**config.mk**
```make
export PLATFORM = sky130hd
export DESIGN_NAME = prio_resolver
export DESIGN_NICKNAME = d
export VERILOG_FILES = /design/src/rtl/prio_res_pkg.sv /design/src/rtl/prio_res_scan.sv /design/src/rtl/prio_res_capture.sv /design/src/rtl/prio_res_insvc.sv /design/src/rtl/prio_resolver.sv
export SDC_FILE = /design/constraint.sdc
export NUM_CORES = 1
export LEC_CHECK = 0
export BUFFER_PORTS_ARGS = -buffer_cell sky130_fd_sc_hd__buf_2
export CAP_MARGIN = 20
export CORE_ASPECT_RATIO = 1.2
export CORE_MARGIN = 5
export CORE_UTILIZATION = 50
export CTS_CLUSTER_SIZE = 16
export DETAILED_ROUTE_END_ITERATION = 12
export HOLD_SLACK_MARGIN = 0.08
export PLACE_DENSITY_LB_ADDON = 0.25
export SLEW_MARGIN = 20
export SYNTH_ARGS = -nofsm -noshare
export SYNTH_HDL_FRONTEND = slang
export SYNTH_HIERARCHICAL = 1
export SYNTH_SLANG_ARGS = --single-unit
```
**constraint.sdc**
```tcl
create_clock -name clk -period 9.47 [get_ports clk]
set_clock_uncertainty 0.1 [all_clocks]
set_input_delay 0.4735 -clock clk [delete_from_list [all_inputs] [get_ports clk]]
set_output_delay 0.4735 -clock clk [all_outputs]
set_load 0.1 [all_outputs]
```
**src/rtl/prio_res_pkg.sv**
```systemverilog
package prio_res_pkg;
    localparam int LINES  = 8;
    localparam int IDX_W  = $clog2(LINES);
    localparam int PRIO_W = $clog2(LINES + 1);

    typedef logic [LINES-1:0]  vec_t;
    typedef logic [IDX_W-1:0]  idx_t;
    typedef logic [PRIO_W-1:0] prio_t;

    // Result of one rotated priority scan; prio == LINES means empty.
    typedef struct packed {
        logic  hit;
        idx_t  line;
        prio_t prio;
    } scan_t;

    function automatic vec_t line_bit(input idx_t i);
        vec_t v;
        v = '0;
        v[i] = 1'b1;
        return v;
    endfunction

    // Line index at a given offset from the base; wraps since LINES is a power of two.
    function automatic idx_t rotate(input idx_t base, input int unsigned off);
        return idx_t'(base + idx_t'(off));
    endfunction
endpackage

```
**src/rtl/prio_res_scan.sv**
```systemverilog
module prio_res_scan
    import prio_res_pkg::*;
(
    input  vec_t  req,
    input  idx_t  base,
    output scan_t res
);
    // Walk from the worst offset to the best so the best hit is written last.
    always_comb begin
        res.hit  = 1'b0;
        res.line = base;
        res.prio = prio_t'(LINES);
        for (int k = LINES - 1; k >= 0; k--) begin
            if (req[rotate(base, k)]) begin
                res.hit  = 1'b1;
                res.line = rotate(base, k);
                res.prio = prio_t'(k);
            end
        end
    end
endmodule

```
**src/rtl/prio_res_capture.sv**
```systemverilog
module prio_res_capture
    import prio_res_pkg::*;
(
    input  logic clk,
    input  logic rst,
    input  vec_t lvl_in,
    input  vec_t trig_lvl,
    input  vec_t ack_clr,
    output vec_t pend,
    output vec_t last_lvl
);
    for (genvar g = 0; g < LINES; g++) begin : g_line
        logic rise;
        logic nxt;

        always_comb begin
            rise = lvl_in[g] & ~last_lvl[g];
            if (trig_lvl[g]) begin
                nxt = lvl_in[g];
            end else begin
                nxt = (pend[g] & ~ack_clr[g]) | rise;
            end
        end

        always_ff @(posedge clk) begin
            if (rst) begin
                pend[g]     <= 1'b0;
                last_lvl[g] <= 1'b0;
            end else begin
                pend[g]     <= nxt;
                last_lvl[g] <= lvl_in[g];
            end
        end
    end
endmodule

```
**src/rtl/prio_res_insvc.sv**
```systemverilog
module prio_res_insvc
    import prio_res_pkg::*;
#(
    parameter bit IS_MASTER    = 1'b1,
    parameter int CASCADE_LINE = 2
) (
    input  logic clk,
    input  logic rst,
    input  vec_t set_vec,
    input  vec_t clr_vec,
    input  logic sfnm_en,
    output vec_t insvc,
    output vec_t rank_mask
);
    localparam vec_t CASCADE_BIT = vec_t'(1) << CASCADE_LINE;

    always_ff @(posedge clk) begin
        if (rst) begin
            insvc <= '0;
        end else begin
            insvc <= (insvc & ~clr_vec) | set_vec;
        end
    end

    if (IS_MASTER) begin : g_master
        assign rank_mask = sfnm_en ? (insvc & ~CASCADE_BIT) : insvc;
    end else begin : g_slave
        assign rank_mask = insvc;
    end
endmodule

```
**src/rtl/prio_resolver.sv**
```systemverilog
module prio_resolver
    import prio_res_pkg::*;
#(
    parameter bit IS_MASTER    = 1'b1,
    parameter int CASCADE_LINE = 2
) (
    input  logic             clk,
    input  logic             rst,
    input  logic [LINES-1:0] irq_in,
    input  logic [LINES-1:0] trig_level,
    input  logic             mask_we,
    input  logic [LINES-1:0] mask_din,
    input  logic             base_we,
    input  logic [IDX_W-1:0] base_din,
    input  logic             ack_valid,
    input  logic [IDX_W-1:0] ack_line,
    input  logic             eoi_valid,
    input  logic [IDX_W-1:0] eoi_line,
    input  logic             sfnm_en,
    output logic             int_req,
    output logic             sel_valid,
    output logic [IDX_W-1:0] sel_line,
    output logic [LINES-1:0] pend_o,
    output logic [LINES-1:0] insvc_o
);
    vec_t  imr_q;
    idx_t  base_q;
    vec_t  pend;
    vec_t  last_lvl;
    vec_t  insvc;
    vec_t  rank_mask;
    vec_t  ack_vec;
    vec_t  eoi_vec;
    vec_t  live_req;
    scan_t best_req;
    scan_t best_svc;

    assign ack_vec  = ack_valid ? line_bit(ack_line) : '0;
    assign eoi_vec  = eoi_valid ? line_bit(eoi_line) : '0;
    assign live_req = pend & ~imr_q;

    always_ff @(posedge clk) begin
        if (rst) begin
            imr_q  <= '0;
            base_q <= '0;
        end else begin
            if (mask_we) imr_q  <= mask_din;
            if (base_we) base_q <= base_din;
        end
    end

    prio_res_capture i_capture (
        .clk      (clk),
        .rst      (rst),
        .lvl_in   (irq_in),
        .trig_lvl (trig_level),
        .ack_clr  (ack_vec),
        .pend     (pend),
        .last_lvl (last_lvl)
    );

    prio_res_insvc #(
        .IS_MASTER    (IS_MASTER),
        .CASCADE_LINE (CASCADE_LINE)
    ) i_insvc (
        .clk       (clk),
        .rst       (rst),
        .set_vec   (ack_vec),
        .clr_vec   (eoi_vec),
        .sfnm_en   (sfnm_en),
        .insvc     (insvc),
        .rank_mask (rank_mask)
    );

    prio_res_scan i_scan_req (
        .req  (live_req),
        .base (base_q),
        .res  (best_req)
    );

    prio_res_scan i_scan_svc (
        .req  (rank_mask),
        .base (base_q),
        .res  (best_svc)
    );

    // Strictly better than the best in-service line; an empty scan ranks as LINES.
    assign sel_valid = best_req.hit && (best_req.prio < best_svc.prio);
    assign sel_line  = best_req.line;
    assign pend_o    = pend;
    assign insvc_o   = insvc;

    always_ff @(posedge clk) begin
        if (rst) begin
            int_req <= 1'b0;
        end else begin
            int_req <= sel_valid;
        end
    end
endmodule

```
Word-level counts from Yosys, hierarchy flattened
Cells that the tools add are included.
{ "totals": {"ff_bits": 36, "input_bits": 40, "output_inout_bits": 21, "word_cells": 151} }
{ "classes": {"addsub": 7, "n_lt_le_gt_ge": 13, "mux": 63, "bitwise_logic": 45, "n_reduce_logical": 3} }
{ "op_table": {"columns": ["operator", "n"], "rows": [
  ["$mux 8", 10],
  ["$bmux 1 s3", 16],
  ["$lt 3x4->1 const B", 10],
  ["$mux 4", 8],
  ["$mux 1", 26],
  ["$and 1x1->1", 16],
  ["$and 8x8->8", 2],
  ["$not 1->1", 16],
  ["$not 8->8", 2],
  ["$add 3x3->3 const B", 4],
  ["$or 1x1->1", 8],
  ["$or 8x8->8", 1],
  ["$add 3x2->3 const B", 2],
  ["$demux 1 s3", 2],
  ["$ge 3x1->1 const B", 2],
  ["$lt 4x4->1", 1],
  ["$add 3x1->3 const B", 1],
  ["$logic_and 1x1->1", 3],
  ["$mux 3", 1]
]} }

Longest topological paths before layout
Gate-level depths: netlist of the first run.
{ "depth": {"depth_word": 14, "ltp_mapped": 14, "depth_no_buf": 12} }

Modules after synthesis
Netlist of the first run, hierarchy kept.
{ "modules_own_cells": {"columns": ["mod", "n_inst", "cells_each", "area_per_inst_um2", "seq_area_each_um2"], "rows": [
  ["prio_res_scan", 2, 82, 744.5, 0.0],
  ["prio_resolver", 1, 83, 678.2, 240.2],
  ["prio_res_capture", 1, 49, 639.4, 320.3],
  ["prio_res_insvc", 1, 41, 440.4, 160.2]
]} }

Worst setup path before layout of the first run
No wires, ideal clock.
{ "synth_timing": {"path_kind": "register -> output", "start": "reg i_capture.pend[7]", "end": "out sel_line[0]", "arrival_time_ps": 4539, "t_required_ps": 8896, "setup_slack_ps": 4357, "path_stages_with_launch": 7, "path_buffers": 0, "path_cell_list": "dfxtp_1 nor2b_1 mux4_1 mux2_2 o211a_1 or2_1 o311ai_1"} }
{ "synth_via": {"elab_chain_cells": 11, "word_cells_on_any_way": 25, "cone_classes": "mux (24); bitwise (1)"} }
{ "synth_rtl": {"columns": ["item", "line", "text"], "rows": [
  ["start: declaration", "prio_res_capture.sv:9", "output vec_t pend,"],
  ["start signal: indexed assignment", "prio_res_capture.sv:30", "pend[g] <= nxt;"],
  ["$and 8x8->8 (*)", "prio_resolver.sv:40", "assign live_req = pend & ~imr_q;"],
  ["named net live_req[7]", "prio_resolver.sv:34", "vec_t live_req;"],
  ["$bmux 1 s3", "prio_res_scan.sv:14", "if (req[rotate(base, k)]) begin"],
  ["$mux 1 (implied by the code)", "prio_res_scan.sv:14", null],
  ["$mux 8 (7 in a row)", "prio_res_scan.sv:14", null],
  ["$mux 8 (*)", "prio_res_scan.sv:14", null],
  ["end: declaration", "prio_resolver.sv:22", "output logic [IDX_W-1:0] sel_line,"]
]} }
The timed path passes the listed nets; every way through them passes the cells marked *. The select of a mux whose other input is x is not followed.

==> results of run 1 <==
## power by group
part	switching, W	internal [W]
clock network	0.0000602	0.0000595
registers	0.0000108	0.000162
logic	0.000183	0.0000821
total	0.000254	0.000303
## stage by stage
step | cell area (um^2) | hold slack [ps]
floorplan | 3010 | 349.5
global placement | 3237 | 353.1
detailed placement | 3237 | 365.2
CTS | 3333 | 305.2
global route | 3333 | 309.1
finish | 3333 | 317.5
## flip-flops by register name, summed over array words and instances, names as in the netlist
signal and flops:
i_capture/last_lvl 8, i_capture/pend 8, i_insvc/insvc 8, int_req 1, base_q 3, imr_q 8
## layout make-up
cell class              instances  area [um^2]
well taps                      82        102.6
repair buffers                 60        300.3
multi-input cells             226         2046
inverters                      18        67.56
fillers                       556         2601
clock buffers                   6        82.58
clock inverters                 2        13.76
flip-flops and latches         36        720.7
## critical path, cell delays in order (launching register included)
cell	delay (ps)
dfxtp_1	960
inv_1	110
ha_1	470
mux4_1	430
mux2i_1	490
nand2b_1	120
nand2b_1	190
nor2b_1	140
ha_1	250
o211ai_2	70
nor2_1	80
nor2_1	90
buf_2	430
## per-layer routing
metal,share of wire (%),vias to the layer above,global-route usage (%)
met1,42,1066,20.44
li1,-,1171,-
met3,6.4,11,5.248
met2,49,65,28.22
met4,1.8,0,5.352
met5,0,-,0
## worst max path at each step
| stage | endpoint | slack (ps) | cells past startpoint |
|---|---|---|---|
| after floorplan | sel_line[0] | 4360 | 6 |
| after global routing | sel_valid | 4440 | 12 |
| after CTS | sel_valid | 4730 | 12 |
| after global placement | sel_valid | 5140 | 12 |
| final | sel_valid | 4770 | 12 |
| after detailed placement | sel_valid | 5060 | 12 |
==> results.md, run 1 <==
Floorplan:
- The overall die width is slightly above 80 um.
- The row count is 31.
- In this run the standard cell core region covers 0.005934 mm^2.
- The die is ~95 um tall.
- The number of top-level pins is 61.
- The die covers about 0.0077 mm^2.
- The starting density of the core is about 50%.

Yosys:
- The cell count after synthesis came out at ~300.
- The synthesis warning total is 6.
- In this run the mean area of a mapped cell was 10.07 um^2.
- Synthesis produced a netlist with a net count of 346.
- The total standard cell area after synthesis is 0.003010 mm^2.

Global routing:
- The initial antenna violation count is 0.
- Entering global routing, the biggest net connects 37 pins.
- The first global-routing pass estimated 10090 um of wire.
- In the global route stage, overall resource usage came out at 16.85%.
- The number of global-route vias before repair came to 2198.
- After global routing the overflow that remains totals 0.

Cells and area:
- Of the cells placed in the final design, the portion with a size suffix greater than 1 is 34.20%.
- In the final design database the tool counted between 300 and 400 nets.
- Relative to the synthesized area, the layout overhead comes to 10.72%.
- The leading cell type in the layout, fill and taps excluded is buf_2.
- After the flow finishes, the layout carries non-filler instances totaling 430.
- The core occupancy in the finished layout is 56.17%.
- 0 antenna diodes ended up in the layout.
- The top cell types in the final layout, fill and taps aside, are buf_2 (60), dfxtp_1 (36), nor2_1 (31).

Clock tree:
- The tree is rooted in a clkbuf_8.
- The post-cts repair resize count is 0.
- For the worst-skew pair, the clock arrives at the later sink with an insertion delay of between 200 and 300 ps.
- Clock tree synthesis found a total of 36 sinks.
- After clock tree synthesis, the flow added hold-fix buffers numbering 0.
- Counting the buffers created by CTS gives 5.
- TritonCTS built the clock tree.
- The post-CTS repair timing setup buffer count is 0.
- The longest clock path from root to sink contains 2 buffers.
- The H-tree was split into 2 levels.
- The clock slew seen by the registers of the worst setup and hold paths is 80 ps.

Timing:
- The shortest period the worst path allows is 4699 ps.
- For the pin with the worst max-slew slack, the measured transition is a little under 1000 ps.
- The count of endpoints failing setup in the final report is 0.
- The timing-limited maximum frequency is 0.2128 GHz.
- Setup repair after global routing left no endpoint under its margin.
- The final critical-path setup slack is 4771 ps.
- After layout, the worst path uses 49.63% of the clock period.
- The post-route setup TNS is 0 ps.
- The max-slew violation total from the final report is 0.
- The number of failing hold endpoints at the final stage is 0.
- In this run the tightest slew margin relative to its limit is 35.58%.

Setup path:
- In this run the worst path has a maximum fanout of 25.
- Counting cells, the worst reg-to-reg path comes to 11.
- The worst setup path category is reg -> out.
- STA classifies the critical path endpoint as an output pin.
- The end of the worst register-to-register path is int_req.
- The worst register-to-register path begins at base_q[0].
- The worst path required time is between 8000 and 9000 ps.
- STA puts the critical path data arrival time at ~4100 ps.
- In this run the worst setup path begins at base_q[0].
- The type of origin of the critical path is a register.
- In this run the register-to-register setup slack is just under 6000 ps.

Power:
- The post-route total power is 0.0005573 W.
- The leakage power is 1.514 nW.
- The peak ir drop on the vdd network is between 0.1 and 0.15 mV.
- For this design the ratio of total power to cell area is 167.2 mW/mm^2.

Route:
- For this run, the detailed router's first-pass iteration total came to 4.
- The count of routing violations after the opening detailed-route iteration is 99.
- The total DRC errors in the routed layout is 0.
- Using the TritonRoute via totals, the vias-per-cell ratio works out to 5.379.
- The detailed-route wire length is between 6000 and 7000 um.
- The total vias in the final route is around 2300.
- The routed wirelength normalized by instance count is 14.50 um.
- In this run the remaining antenna-violating nets after routing total 0.

Status:
- The flow ran to the end, and the final reports show no timing, DRC or antenna violations.

Min path:
- In this run the worst hold path is classified as in -> reg.
- The worst hold path stage count is 3.
- The origin of the worst min-delay path is mask_din[3].
- The path with the worst hold slack has its endpoint at imr_q[3].

Run:
- The max-capacitance violation count is 0.

Placement:
- The count of port buffers added during placement is 60.
- The routability congestion estimate is 0.8390.
- The worst setup timing slack at the placement stage is just over 5000 ps.
- The post-DP HPWL is roughly 5000 um.
- Counting tap cells, the placed design contains a total of approximately 420 instances.
Power figures use the tool's default switching activity.
==> inputs of run 2 (changes only) <==
clock period = 3.77 ns   (was 9.47 ns; I/O delays follow)
==> run 2 against run 1 <==
Net effect:
- cell area grew 8.3%
- worst setup slack lost 4600 ps
- via count rose by 4.2%
- wire length rose by 4.4%
- non-clock buffer count rose by 24
- register-to-register slack got worse by 5100 ps
- die area is the same
- critical path type unchanged
- highest routed layer unchanged
==> results.md, run 2 (synthesis gave the netlist of run 1 again) <==
Cells and area:
- The core occupancy in the finished layout is 60.81% (was 56.17%).
- The antenna diode instance count is 0 (unchanged).
- The leading cell type in the layout, fill and taps excluded is buf_2 (unchanged).
- The share of post-route cells with drive strength above 1 is 34.95% (was 34.20%).
- The net count of the finished layout is 418 (was 394).
- Most used cells in the layout excluding fill and tap cells: buf_2 (58), dfxtp_1 (34), nor2_1 (29) (was buf_2 (60), dfxtp_1 (36), nor2_1 (31)).
- The synthesis-to-layout area growth is 19.87% (was 10.72%).
- The count of fill cells added during filler insertion is 497 (was 556).

Setup path:
- The slowest cell on the critical path is ha_1 (was dfxtp_1).
- Critical path, cell by cell: inv_1 > ha_1 > mux4_1 > mux2i_1 > and2_1 > nand3_1 > nor2b_1 > ha_1 > o211ai_2 > nor2_2 > nor2_4 > buf_12 (was inv_1 > ha_1 > mux4_1 > mux2i_1 > nand2b_1 > nand2b_1 > nor2b_1 > ha_1 > o211ai_2 > nor2_1 > nor2_1 > buf_2).
- The register-to-register setup slack is 700 ps (was 5830 ps).
- The type of origin of the critical path is a register (unchanged).
- The worst path required time is 3480 ps (was 8900 ps).
- The number of buffers and inverters on the critical path is 2 (unchanged).
- The worst path arrival time is 3270 ps (was 4130 ps).
- The peak per-stage delay on the critical path is 450 ps (was 960 ps).
- The largest fanout of any net on the critical path is 9 (was 25).
- The worst setup path category is reg -> out (unchanged).
- The endpoint class of the critical path is an output pin (unchanged).
- The dominant delay contributor by cell family on the critical path is simple AND/OR/NAND/NOR gates (was flip-flops).
- The cell seen most often among critical-path stages is ha_1.

Placement:
- The count of port buffers added during placement is 60 (unchanged).
- The post-DP HPWL is 5014 um (was 4982 um).
- The routability congestion estimate is 0.8775 (was 0.8390).

Clock tree:
- The clock slew seen by the registers of the worst setup and hold paths is 80 ps (about the same).
- The number of clock sinks was 36 (unchanged).
- The TritonCTS clock tree was built (unchanged).
- The library cell used as clock root buffer is clkbuf_8 (unchanged).
- The maximum root-to-sink buffer count is 2 (unchanged).
- The post-CTS repair timing setup buffer count was 0 (unchanged).
- The total clock buffers created by CTS is 5 (unchanged).
- The H-tree depth reported by CTS is 2 (unchanged).
- The clock latency reported for the late side of the worst-skew pair came to 290 ps (about the same).

Timing:
- The slew at the pin closest to its max-slew limit was 828.8 ps (was 964.9 ps).
- The relative max-transition margin is 44.75% (was 35.58%).
- The count of endpoints failing setup in the final report was 0 (unchanged).
- Timing would allow up to between 0.2 and 0.3 GHz.
- The number of failing hold endpoints at the final stage is 0 (unchanged).
- The smallest hold slack was 105.6 ps (was 317.5 ps).
- The max-slew violation total from the final report is 0 (unchanged).
- RSZ-0062 raised after global routing: false (unchanged).
- Dividing the final minimum period by the clock period gives between 90% and 100%.
- The shortest period the worst path allows is around 3600 ps.

Route:
- The iteration count of the initial detailed-routing pass is 4 (unchanged).
- The total vias in the final route came to 2410 (was 2313).
- The total DRC errors in the routed layout is 0 (unchanged).
- The routed wirelength normalized by instance count is 14.34 um (was 14.50 um).
- The number of nets still failing antenna checks after routing is 0 (unchanged).
- The number of vias per cell after detailed routing was 5.308 (was 5.379).
- The detailed-route wire length is 6509 um (was 6233 um).
- The count of routing violations after the opening detailed-route iteration is 52 (was 99).

Power:
- The leakage power is 1.629 nW (was 1.514 nW).
- The ratio of total power to cell area came to 407.8 mW/mm^2 (was 167.2 mW/mm^2).
- The post-route total power was 0.001472 W (was 0.0005573 W).
- The peak ir drop on the vdd network is 0.3248 mV (was 0.1326 mV).

Floorplan:
- The row count is 31 (unchanged).
- The overall die width is 80.83 um (unchanged).
- The die extent in y was 95 um (unchanged).
- The area of the core is 0.005934 mm^2 (unchanged).
- The starting density of the core came to 50.73% (unchanged).
- The die area is 0.007679 mm^2 (unchanged).
- The number of top-level pins was 61 (unchanged).

Status:
- Status: completed (unchanged).

Min path:
- The worst min-delay path class is in -> reg (unchanged).

Global routing:
- The maximum number of pins on one net before global-route repair was 37 (unchanged).
- The wire length of the first global-routing pass came to 10830 um (was 10090 um).
- The number of global-route vias before repair came to 2310 (was 2198).
- The overall fraction of global-route tracks in use is 17.92% (was 16.85%).
- The initial antenna violation count came to 0 (unchanged).
- The remaining global-route overflow is 0 (unchanged).

Run:
- The max-capacitance violation count is 0 (unchanged).
run 2: worst paths after layout:
kind,start,to,cells past startpoint
setup / recovery,base_q[1],sel_valid,12
setup reg to reg,base_q[1],int_req,11
hold reg to reg,i_capture/last_lvl[7],i_capture/pend[7],2
hold / removal,trig_level[1],i_capture/pend[1],3
run 2: layout make-up:
type | count | area, um^2 | share of cell area [%]
inverters | 18 | 67.56 | 1.872
repair buffers | 84 | 558.0 | 15.46
multi-input cells | 226 | 2067 | 57.28
well taps | 82 | 102.6 | 2.843
clock buffers | 5 | 68.82 | 1.907
clock inverters | 3 | 21.27 | 0.5895
flip-flops and latches | 36 | 723.2 | 20.04
run 2: per-stage QoR:
step                      setup TNS (ps)  setup slack (ps)  area, um^2  instances
after floorplan                   -126.0            -126.0        3029        299
after global placement                 0             472.0        3323        427
after detailed placement               0             342.0        3323        427
after CTS                              0             4.888        3603        454
after global routing                   0             36.53        3608        454
final                                  0             208.1        3608        454
run 2: layer usage:
layer / global-route usage, % / share of wire, %
met3: 4.103 / 5.3
met5: 0 / 0
met1: 21.92 / 42
met4: 5.493 / 1.4
met2: 30.96 / 51
run 2: repair_timing:
item,in CTS,in global routing
endpoints found under the hold margin,19,0
hold buffers,19,0
resized for setup,0,3
endpoints found under the setup margin,0,1
run 2: power breakdown:
part	internal, W	switching (W)	leakage, nW
sequential	0.000406	0.0000214	0.298
combinational	0.000274	0.000490	1.29
clock	0.000131	0.000149	0.0445
total	0.000812	0.000660	1.63
run 2: tightest hold or removal path: cells and delay by family:
family	cells	cell delay [ps]
AND/OR/NAND/NOR	1	90
AO/OA/AOI/OAI	1	90
buffers and inverters	1	90
==> inputs of run 3 (changes only) <==
CORE_UTILIZATION = 49   (was 50)
PLACE_DENSITY_LB_ADDON = 0.2   (was 0.25)
SYNTH_HIERARCHICAL = unset   (was 1)
==> run 3 against run 2 <==
Net effect:
- die area is 7.2% lower
- global-route usage rose by 2.9 points
- combinational power up 2%
- sequential cell count unchanged
- wire length up 11%
- clock power is 5% higher
- via count up 6.3%
- critical path type unchanged
- highest routed layer unchanged
==> results.md, run 3 <==
Timing:
- The count of endpoints failing setup in the final report was 0 (unchanged).
- The final critical-path setup slack is 149.5 ps (was 208.1 ps).
- The slew at the pin closest to its max-slew limit was 656.9 ps (was 828.8 ps).
- The number of failing hold endpoints at the final stage is 0 (unchanged).
- The shortest period the worst path allows is 3621 ps (was 3562 ps).
- The max-slew violation total from the final report was 0 (unchanged).
- The relative max-transition margin is 56.20% (was 44.75%).
- The timing-limited maximum frequency is 0.2762 GHz (was 0.2808 GHz).
- The period utilization was 96.04% (was 94.48%).
- The smallest hold slack is 95.31 ps (was 105.6 ps).

Route:
- The number of vias per cell after detailed routing came to 5.863 (was 5.308).
- The count of routing violations after the opening detailed-route iteration is 176 (was 52).
- The detailed-route wire length is 7240 um (was 6509 um).
- The iteration count of the initial detailed-routing pass was 4 (unchanged).
- The total routed wire length on the met1 layer was 2854 um (was 2726 um).
- The routed wire length on met2 is 3834 um (was 3341 um).
- The total vias in the final route came to 2562 (was 2410).
- The total DRC errors in the routed layout is 0 (unchanged).
- The routed length on met3 is 367 um (was 347 um).
- The number of nets still failing antenna checks after routing came to 0 (unchanged).
- The routed wirelength normalized by instance count is 16.57 um (was 14.34 um).
- The highest metal layer used by the detailed router is met4 (unchanged).

Global routing:
- The number of global-route vias before repair is 2615 (was 2310).
- The initial antenna violation count was 0 (unchanged).
- The remaining global-route overflow came to 0 (unchanged).
- The wire length of the first global-routing pass is 12290 um (was 10830 um).
- The maximum number of pins on one net before global-route repair is 37 (unchanged).
- The overall fraction of global-route tracks in use came to 20.83% (was 17.92%).

Yosys:
- Counting flops and latches in the post-synthesis netlist gives 36.
- The synthesized instance count came to 295 (was 299).
- By instance count, the leading cell after synthesis is dfxtp_1.
- The number of enable-type register cells in the synthesized netlist is 0.
- The synthesis warning total is 0 (was 6).
- The number of nets in the synthesized netlist is 340 (was 346).
- The share of flip-flops with an asynchronous set or reset after synthesis is 0%.
- By area the synthesized netlist is led by dfxtp_1 (27%), mux4_2 (11%), mux2i_1 (10%).
- The mean cell area of the mapped netlist is 9.191 um^2 (was 10.07 um^2).
- The largest area contributor in the netlist is dfxtp_1.
- The total standard cell area after synthesis is 0.002711 mm^2 (was 0.003010 mm^2).
- By count the netlist is led by dfxtp_1 (36), nor2_1 (30), mux2i_1 (27).
- The sequential fraction of the synthesis area is between 20% and 30%.
- The share of Yosys cell area claimed by the top area cell type is 26.58%.
- The count of distinct cell types in the synthesized netlist is 51.
- For this run, the leading register cell type out of synthesis is dfxtp_1.

Clock tree:
- The total clock buffers created by CTS is 5 (unchanged).
- The TritonCTS clock tree is built (unchanged).
- The clock latency reported for the late side of the worst-skew pair was 280 ps (was 290 ps).
- The library cell used as clock root buffer is clkbuf_8 (unchanged).
- The clock slew seen by the registers of the worst setup and hold paths is 70 ps (was 80 ps).
- The H-tree depth reported by CTS is 2 (unchanged).
- The number of clock sinks came to 36 (unchanged).
- The maximum root-to-sink buffer count is 2 (unchanged).

Setup path:
- The end of the critical path was sel_valid (unchanged).
- The type of origin of the critical path is a register (unchanged).
- The register-to-register setup slack was 610 ps (was 700 ps).
- The worst setup path category is reg -> out (unchanged).
- The largest fanout of any net on the critical path is 8 (was 9).
- The cell depth of the worst flop-to-flop path is 12 (was 11).
- The launching instance or port of the critical path is base_q[0] (was base_q[1]).
- The endpoint class of the critical path was an output pin (unchanged).
- The end of the worst register-to-register path is int_req (unchanged).
- The worst path arrival time is 3330 ps (was 3270 ps).
- The origin of the critical flop-to-flop path is base_q[0] (was base_q[1]).
- The worst path required time came to 3480 ps (about the same).

Cells and area:
- The share of post-route cells with drive strength above 1 is 30.13% (was 34.95%).
- The core occupancy in the finished layout is 64.67% (was 60.81%).
- The post-route cell area is 0.003450 mm^2 (was 0.003608 mm^2).
- The antenna diode instance count was 0 (unchanged).
- Most used cells in the layout excluding fill and tap cells: buf_2 (56), dfxtp_1 (34), nor2_1 (30) (was buf_2 (58), dfxtp_1 (34), nor2_1 (29)).
- The leading cell type in the layout, fill and taps excluded is buf_2 (unchanged).
- The net count of the finished layout came to 420 (was 418).
- The synthesis-to-layout area growth is 27.23% (was 19.87%).

Floorplan:
- The area of the core came to 0.005334 mm^2 (was 0.005934 mm^2).
- The die area came to 0.007127 mm^2 (was 0.007679 mm^2).
- The number of top-level pins is 61 (unchanged).
- The overall die width came to 77.91 um (was 80.83 um).
- The row count came to 29 (was 31).
- The die extent in y is 91.49 um (was 95 um).
- The starting density of the core was 50.83% (was 50.73%).

Power:
- The sequential cell fraction of total power is 28.4% (was 29.1%).
- The switching part of the total was 42.99% (was 44.85%).
- The peak ir drop on the vdd network is 0.3670 mV (was 0.3248 mV).
- The internal power of the cells is 0.0008578 W (was 0.0008116 W).
- The ratio of total power to cell area is 436.2 mW/mm^2 (was 407.8 mW/mm^2).
- The share of power burned in combinational logic is 52.1% (was 51.9%).
- The leakage power is 1.497 nW (was 1.629 nW).
- The reported net switching power came to 0.0006469 W (was 0.0006601 W).
- The relative contribution of the clock network to total power was 19.5% (was 19.0%).

Placement:
- The count of port buffers added during placement is 60 (unchanged).
- The routability congestion estimate is 0.9027 (was 0.8775).
- The worst setup timing slack at the placement stage is 229.0 ps (was 342.0 ps).
- The post-DP HPWL was 5638 um (was 5014 um).
- The placed cell area was 0.003158 mm^2 (was 0.003323 mm^2).

Run:
- The max-capacitance violation count is 0 (unchanged).

Min path:
- The worst min-delay path class is in -> reg (unchanged).
- The origin of the worst min-delay path is irq_in[7] (was trig_level[1]).

Status:
- Status: completed (unchanged).
-- run 3: cell type report --
cell class / count / area, um^2
multi-input combinational: 241 / 1939
fill: 427 / 1884
sequential: 36 / 725.7
timing repair buffer: 85 / 588.1
clock buffer: 7 / 96.34
tap: 62 / 77.57
inverter: 6 / 22.52
-- run 3: logic make-up (layout without fill, tap and decap cells) --
family,Yosys count,count (layout),synth area share (%)
flops,36,36,26.58
fa+ha+maj,5,5,2.307
compound gates,72,72,18.92
xor+xnor,4,4,1.846
mux,47,47,24.60
buf+inv,18,98,3.553
simple gates,113,113,22.20
-- run 3: per-stage QoR --
stage,instances,power [W],TNS [ps]
after detailed placement,413,0.001191,0
after CTS,436,0.001501,0
final,437,0.001505,0
after global placement,413,0.001185,0
after floorplan,295,0.0009909,-231.0
after global routing,437,0.001579,-4.409
-- run 3: worst min-delay path by stage --
stage | slack [ps] | to | cells after the start
3_5_place_dp | 330 | imr_q[3] | 3
3_3_place_gp | 320 | imr_q[5] | 3
4_1_cts | 80 | i_capture.last_lvl[7] | 2
5_1_grt | 100 | i_capture.last_lvl[7] | 2
2_1_floorplan | 170 | i_capture.last_lvl[0] | 1
6_report | 100 | i_capture.last_lvl[7] | 2
-- run 3: worst max-delay path, stage by stage (launching register included) --
cell and delay (ps):
dfxtp_2 370, inv_2 60, buf_4 180, mux2i_1 250
mux4_2 590, nand2b_1 190, or2_1 290, nor2_4 190
ha_1 270, a21o_1 230, nor3_4 210, buf_12 200
-- run 3: per-layer routing --
layer,GRT usage [%],vias to the layer above
met1,24.31,1208
met2,37.12,75
met5,0,-
met3,3.069,19
li1,-,1260
met4,9.296,0
-- run 3: power by group through the flow --
stage / clock [W] / combinational (W) / sequential (W)
floorplan: 0 / 0.000461 / 0.000530
global placement: 0 / 0.000749 / 0.000436
detailed placement: 0 / 0.000755 / 0.000436
CTS: 0.000301 / 0.000772 / 0.000428
global route: 0.000317 / 0.000830 / 0.000431
finish: 0.000294 / 0.000783 / 0.000427
-- run 3: repair_timing --
item | in CTS | in global routing
pin swaps | 0 | 1
hold endpoints to repair | 16 | 0
gates resized for setup | 2 | 5
setup buffers | 0 | 1
hold buffers | 16 | 0
endpoints found under the setup margin | 1 | 1
